$ cat src/rtl/n2b_pkg.sv
// Package n2b_pkg
// Shared constants for the nibble-to-byte panel bridge. It fixes the order
// of the control bits inside the synchronised input vector.
package n2b_pkg;
    localparam int CTL_W     = 3;
    localparam int IDX_PCLK  = 0;
    localparam int IDX_LSTB  = 1;
    localparam int IDX_FSYNC = 2;
endpackage

$ cat src/rtl/sync_chain.sv
// Module sync_chain
// A STAGES-deep flip-flop chain that brings asynchronous inputs into the
// system clock domain. It assumes each input holds its level for
// several system clock cycles. The reset clears every stage.
module sync_chain #(
    parameter int W      = 1,
    parameter int STAGES = 2
) (
    input  logic         clk,
    input  logic         rst_n,
    input  logic [W-1:0] d_in,
    output logic [W-1:0] d_out
);
    logic [STAGES-1:0][W-1:0] stg_q;

    for (genvar i = 0; i < STAGES; i++) begin : g_stage
        if (i == 0) begin : g_first
            // first stage: capture the raw input
            always_ff @(posedge clk) begin
                if (!rst_n) stg_q[i] <= '0;
                else        stg_q[i] <= d_in;
            end
        end else begin : g_next
            // later stages: shift the previous stage on
            always_ff @(posedge clk) begin
                if (!rst_n) stg_q[i] <= '0;
                else        stg_q[i] <= stg_q[i-1];
            end
        end
    end

    assign d_out = stg_q[STAGES-1];
endmodule

$ cat src/rtl/pclk_divider.sv
// Module pclk_divider
// A toggle divider that halves the controller pixel clock. A line strobe
// edge clears it and has priority over a coincident clock edge. It
// flags the cycle in which the output is about to go high, so the data
// path can load the next byte in step with that edge.
module pclk_divider (
    input  logic clk,
    input  logic rst_n,
    input  logic pclk_rise,
    input  logic lstb_rise,
    output logic div_q,
    output logic load
);
    assign load = pclk_rise & ~lstb_rise & ~div_q;

    // toggle on each input rising edge; the strobe forces the output low
    always_ff @(posedge clk) begin
        if (!rst_n)         div_q <= 1'b0;
        else if (lstb_rise) div_q <= 1'b0;
        else if (pclk_rise) div_q <= ~div_q;
    end
endmodule

$ cat src/rtl/nibble_pairer.sv
// Module nibble_pairer
// Pairs consecutive nibbles into one byte, with the first nibble in the
// lower half. A finished byte waits in staging until the divider's load
// pulse moves it to the output. A line strobe edge discards any unpaired
// nibble, including one sampled in the same cycle.
module nibble_pairer #(
    parameter int NIB_W = 4,
    localparam int BYTE_W = 2 * NIB_W
) (
    input  logic              clk,
    input  logic              rst_n,
    input  logic [NIB_W-1:0]  nib,
    input  logic              nib_fall,
    input  logic              lstb_rise,
    input  logic              load,
    output logic [BYTE_W-1:0] byte_out
);
    logic              half_q;
    logic [NIB_W-1:0]  lo_q;
    logic [BYTE_W-1:0] stage_q;
    logic [BYTE_W-1:0] out_q;

    // collect nibbles into pairs; the strobe restarts on a lower half
    always_ff @(posedge clk) begin
        if (!rst_n) begin
            half_q  <= 1'b0;
            lo_q    <= '0;
            stage_q <= '0;
        end else if (lstb_rise) begin
            half_q <= 1'b0;
        end else if (nib_fall) begin
            if (!half_q) begin
                lo_q   <= nib;
                half_q <= 1'b1;
            end else begin
                stage_q <= {nib, lo_q};
                half_q  <= 1'b0;
            end
        end
    end

    // present the staged byte on the output clock's rising step
    always_ff @(posedge clk) begin
        if (!rst_n)    out_q <= '0;
        else if (load) out_q <= stage_q;
    end

    assign byte_out = out_q;
endmodule

$ cat src/rtl/nib2byte_bridge.sv
// Module nib2byte_bridge
// Turns a nibble-wide display link into a byte-wide one. It synchronises
// the controller pins, finds the clock and strobe edges, halves the pixel
// clock and pairs the nibbles. Every output lags the pins by SYNC_STAGES+1
// system cycles. It assumes the controller clock's half period is at
// least SYNC_STAGES+2 system cycles.
module nib2byte_bridge
    import n2b_pkg::*;
#(
    parameter int NIB_W       = 4,
    parameter int SYNC_STAGES = 2
) (
    input  logic               clk,
    input  logic               rst_n,
    input  logic [NIB_W-1:0]   ctl_dat,
    input  logic               ctl_pclk,
    input  logic               ctl_lstb,
    input  logic               ctl_fsync,
    output logic [2*NIB_W-1:0] pnl_dat,
    output logic               pnl_pclk,
    output logic               pnl_lstb,
    output logic               pnl_fsync
);
    localparam int IN_W = NIB_W + CTL_W;

    logic [IN_W-1:0]  sync_lvl;
    logic [NIB_W-1:0] nib_lvl;
    logic [CTL_W-1:0] ctl_lvl;
    logic [CTL_W-1:0] ctl_dly;
    logic             pclk_rise;
    logic             pclk_fall;
    logic             lstb_rise;
    logic             div_q;
    logic             load;

    sync_chain #(.W(IN_W), .STAGES(SYNC_STAGES)) u_sync (
        .clk   (clk),
        .rst_n (rst_n),
        .d_in  ({ctl_fsync, ctl_lstb, ctl_pclk, ctl_dat}),
        .d_out (sync_lvl)
    );

    assign nib_lvl = sync_lvl[NIB_W-1:0];
    assign ctl_lvl = sync_lvl[IN_W-1:NIB_W];

    // one more stage on the control bits for edge detection and alignment
    always_ff @(posedge clk) begin
        if (!rst_n) ctl_dly <= '0;
        else        ctl_dly <= ctl_lvl;
    end

    assign pclk_rise = ctl_lvl[IDX_PCLK] & ~ctl_dly[IDX_PCLK];
    assign pclk_fall = ~ctl_lvl[IDX_PCLK] & ctl_dly[IDX_PCLK];
    assign lstb_rise = ctl_lvl[IDX_LSTB] & ~ctl_dly[IDX_LSTB];

    pclk_divider u_div (
        .clk       (clk),
        .rst_n     (rst_n),
        .pclk_rise (pclk_rise),
        .lstb_rise (lstb_rise),
        .div_q     (div_q),
        .load      (load)
    );

    nibble_pairer #(.NIB_W(NIB_W)) u_pair (
        .clk       (clk),
        .rst_n     (rst_n),
        .nib       (nib_lvl),
        .nib_fall  (pclk_fall),
        .lstb_rise (lstb_rise),
        .load      (load),
        .byte_out  (pnl_dat)
    );

    assign pnl_pclk  = div_q;
    assign pnl_lstb  = ctl_dly[IDX_LSTB];
    assign pnl_fsync = ctl_dly[IDX_FSYNC];
endmodule

$ cat config.mk
export PLATFORM = sky130hd
export DESIGN_NAME = nib2byte_bridge
export DESIGN_NICKNAME = d
export VERILOG_FILES = /design/src/rtl/n2b_pkg.sv /design/src/rtl/sync_chain.sv /design/src/rtl/pclk_divider.sv /design/src/rtl/nibble_pairer.sv /design/src/rtl/nib2byte_bridge.sv
export SDC_FILE = /design/constraint.sdc
export NUM_CORES = 1
export LEC_CHECK = 0
export BUFFER_PORTS_ARGS = -buffer_cell sky130_fd_sc_hd__buf_2
export CORE_ASPECT_RATIO = 1.2
export CORE_MARGIN = 2
export CORE_UTILIZATION = 57
export DETAILED_ROUTE_END_ITERATION = 8
export MAX_ROUTING_LAYER = met4
export PLACE_DENSITY = 0.84
export REMOVE_ABC_BUFFERS = 1
export SETUP_SLACK_MARGIN = 0.5
export SKIP_CTS_REPAIR_TIMING = 1
export SYNTH_ARGS = -nofsm -noshare
export SYNTH_HDL_FRONTEND = slang
export SYNTH_SLANG_ARGS = --single-unit
$ cat constraint.sdc
create_clock -name clk -period 1.79 [get_ports clk]
set_input_delay 0.179 -clock clk [delete_from_list [all_inputs] [get_ports clk]]
set_output_delay 0.179 -clock clk [all_outputs]
set_load 0.05 [all_outputs]
==> results.cfg <==
[status]
outcome = finished, final reports clean

[timing]
period_share = 0.6495
setup_viol = 0
worst_pin_slew_ns = 0.5946
fin_crit_ns = 1.163
finalMaxSlewViolations = 0
max_freq_mhz = 860.2
final.setup.tns_ns = 0
fin_hold_ws_ns = 0.05092
hold_viol = 0
rsz0062_at_grt = no
finalClockSkew_ns = 0.006321
slew_headroom = 0.6036

[logic_synthesis]
synthTopCellsByArea = dfxtp_1 (60%), mux2i_1 (15%), and2_1 (7.7%)
netlist_area_mm2 = 0.001296
synth_cell_type_count = 16
yosys_register_bits = 39
synth_top_area_share = 0.6023
ys_seq_area_frac = 0.6023
avgSynthCellArea_um2 = 11.08
synth_top_cell_by_area = dfxtp_1
synthCells = 117
ys_warn_count = 0

[pwr]
power_density_mw_per_mm2 = 926.9
combPwrFrac = 0.047
pwr-share-seq = 0.658
clock_power_share = 0.294
leakagePower_nw = 0.6976
switching_power_w = 0.0002886
p_int_w = 0.001067
p_sw_frac = 0.2129
ir_worst_vdd_mv = 0.6765

[flow_run]
maxCapViolCount = 0

[global_routing]
grt_remaining_overflow = 0
grt_pass1_wl_um = 3098
grt.total_usage = 0.1701
grt_pass1_vias = 751
grt_start_max_net_pins = 43
antenna_found_initial = 0

[layout]
mostFrequentLayoutCell = dfxtp_1
finalNetCount = 148
layout_common_cells = dfxtp_1 (39), nand2_1 (25), mux2i_1 (20), buf_2 (19), and2_1 (16)
n_antenna_cell = 0
layout-drive-gt1-share = 0.2286
area_growth_pct = 12.84

[detailed_routing]
routed_wl_um = 1785
vias = 817
drtIter0Drc = 13
dr.pass1.iters = 4
ant_nets = 0
wl_per_cell_um = 10.50
drc = 0
routed_via_density = 4.806

[floorplanning]
core_area_mm2 = 0.002095
rows = 18
io_pins = 20
die_h_um = 56.24
start_util = 0.6189
die_area_mm2 = 0.002673
die_w_um = 47.53

[setup_path]
crit_path_start_kind = flip-flop
critPathCaptureType = output port
cp_data_required_time_ns = 1.61
crit_fanout = 3
crit_path_end = pnl_pclk
r2r_end = u_pair.lo_q[0]$_SDFFE_PN0P_
critPathSlowestCell = dfxtp_1
worstReg2RegStart = ctl_dly[0]$_SDFF_PN0_
cp_cell_sequence = buf_2
crit_path_start = u_div.div_q$_SDFFE_PP0P_
reg2reg_depth = 3
cp_top_family = flip-flops
timing.critical_path.arrival_ns = 0.98
cp_num_buf_inv = 1
crit_type = reg2out
cp_slowest_stage_delay_ns = 0.38
cp_num_cells = 1
r2r_slack_ns = 0.65

[clocking]
cts_buffers = 5
cts_tree = yes
clk-insertion-delay-late_ns = 0.32
clock-sinks = 39
cts_root_buffer = clkbuf_4
clk_path_buf_depth = 2
cts_htree_levels = 2
path_clk_slew_ns = 0.10

[place]
place_hpwl_um = 1230
place.port_buffers = 19
gp_congestion = 0.6987

[worst_hold_path]
hold_path_class = in2reg
==> per-layer routing <==
layer  vias to the layer above  part of all wire  GRT usage
li1                        419                 -          -
met1                       375              0.42     0.1814
met5                         -                 0          -
met2                        18              0.51     0.2645
met4                         0             0.012    0.05792
met3                         5             0.051    0.08766
==> sequential cells by signal, indices dropped and copies added (netlist names) <==
register	count
u_pair.stage_q	8
u_div.div_q	1
ctl_dly	3
u_pair.lo_q	4
u_sync.stg_q	7
u_pair.half_q	1
u_sync.d_out	7
u_pair.byte_out	8
==> power groups by stage <==
stage                     Combinational, W  Clock, W  Sequential, W
after floorplan                  0.0000287         0       0.000920
after global placement           0.0000604         0       0.000912
after global routing             0.0000704  0.000459       0.000895
final                            0.0000640  0.000399       0.000893
after detailed placement         0.0000620         0       0.000913
after CTS                        0.0000622  0.000415       0.000893
==> synthesized netlist by cell type <==
cell type / instances
and2_1: 16
and2_2: 1
and2b_2: 1
and3b_1: 1
buf_6: 1
clkbuf_1: 4
clkbuf_2: 1
dfxtp_1: 39
mux2i_1: 20
nand2_1: 25
nand2b_2: 1
nand3_2: 1
nand3b_1: 1
nor2_1: 2
nor2b_4: 1
xnor2_1: 2
==> metrics by stage <==
step           area (µm²)  utilization  std cells  setup slack [ns]  power [W]
6_report             1463       0.6983        170            0.6274   0.001356
3_5_place_dp         1398       0.6673        160            0.4546  0.0009750
2_1_floorplan        1265            -        111            0.3130  0.0009483
4_1_cts              1448       0.6912        168            0.4448   0.001370
3_3_place_gp         1398       0.6673        160            0.5267  0.0009722
5_1_grt              1463       0.6983        170            0.5687   0.001424
==> worst min path at each step <==
| stage | to | depth (start not counted) | slack, ns | start |
|---|---|---|---|---|
| after floorplan | ctl_dly[1]$_SDFF_PN0_ | 1 | 0.30 | rst_n |
| after global placement | u_sync.stg_q[0]$_SDFF_PN0_ | 2 | 0.38 | ctl_dat[0] |
| after detailed placement | u_sync.stg_q[4]$_SDFF_PN0_ | 2 | 0.39 | ctl_pclk |
| after CTS | u_sync.stg_q[0]$_SDFF_PN0_ | 2 | 0.04 | ctl_dat[0] |
| after global routing | u_sync.stg_q[4]$_SDFF_PN0_ | 2 | 0.03 | ctl_pclk |
| final | u_sync.stg_q[3]$_SDFF_PN0_ | 2 | 0.05 | ctl_dat[3] |
==> kinds of logic (layout without fill, tap and decap cells) <==
kind of cell | Yosys count | in the layout | synth area share
AND/OR/NAND/NOR | 50 | 50 | 0.2056
flip-flops | 39 | 39 | 0.6023
XOR/XNOR | 2 | 2 | 0.01352
buffers and inverters | 6 | 29 | 0.02412
multiplexers | 20 | 20 | 0.1544
==> cell type report <==
| class | instances | area [µm²] |
|---|---|---|
| clock buffers | 7 | 45.04 |
| clock inverters | 1 | 5.005 |
| fillers | 170 | 631.9 |
| multi-input cells | 72 | 484.2 |
| flip-flops and latches | 39 | 780.7 |
| well taps | 30 | 37.54 |
| repair buffers | 21 | 110.1 |
Note: power is estimated with default switching activity, not from simulation.
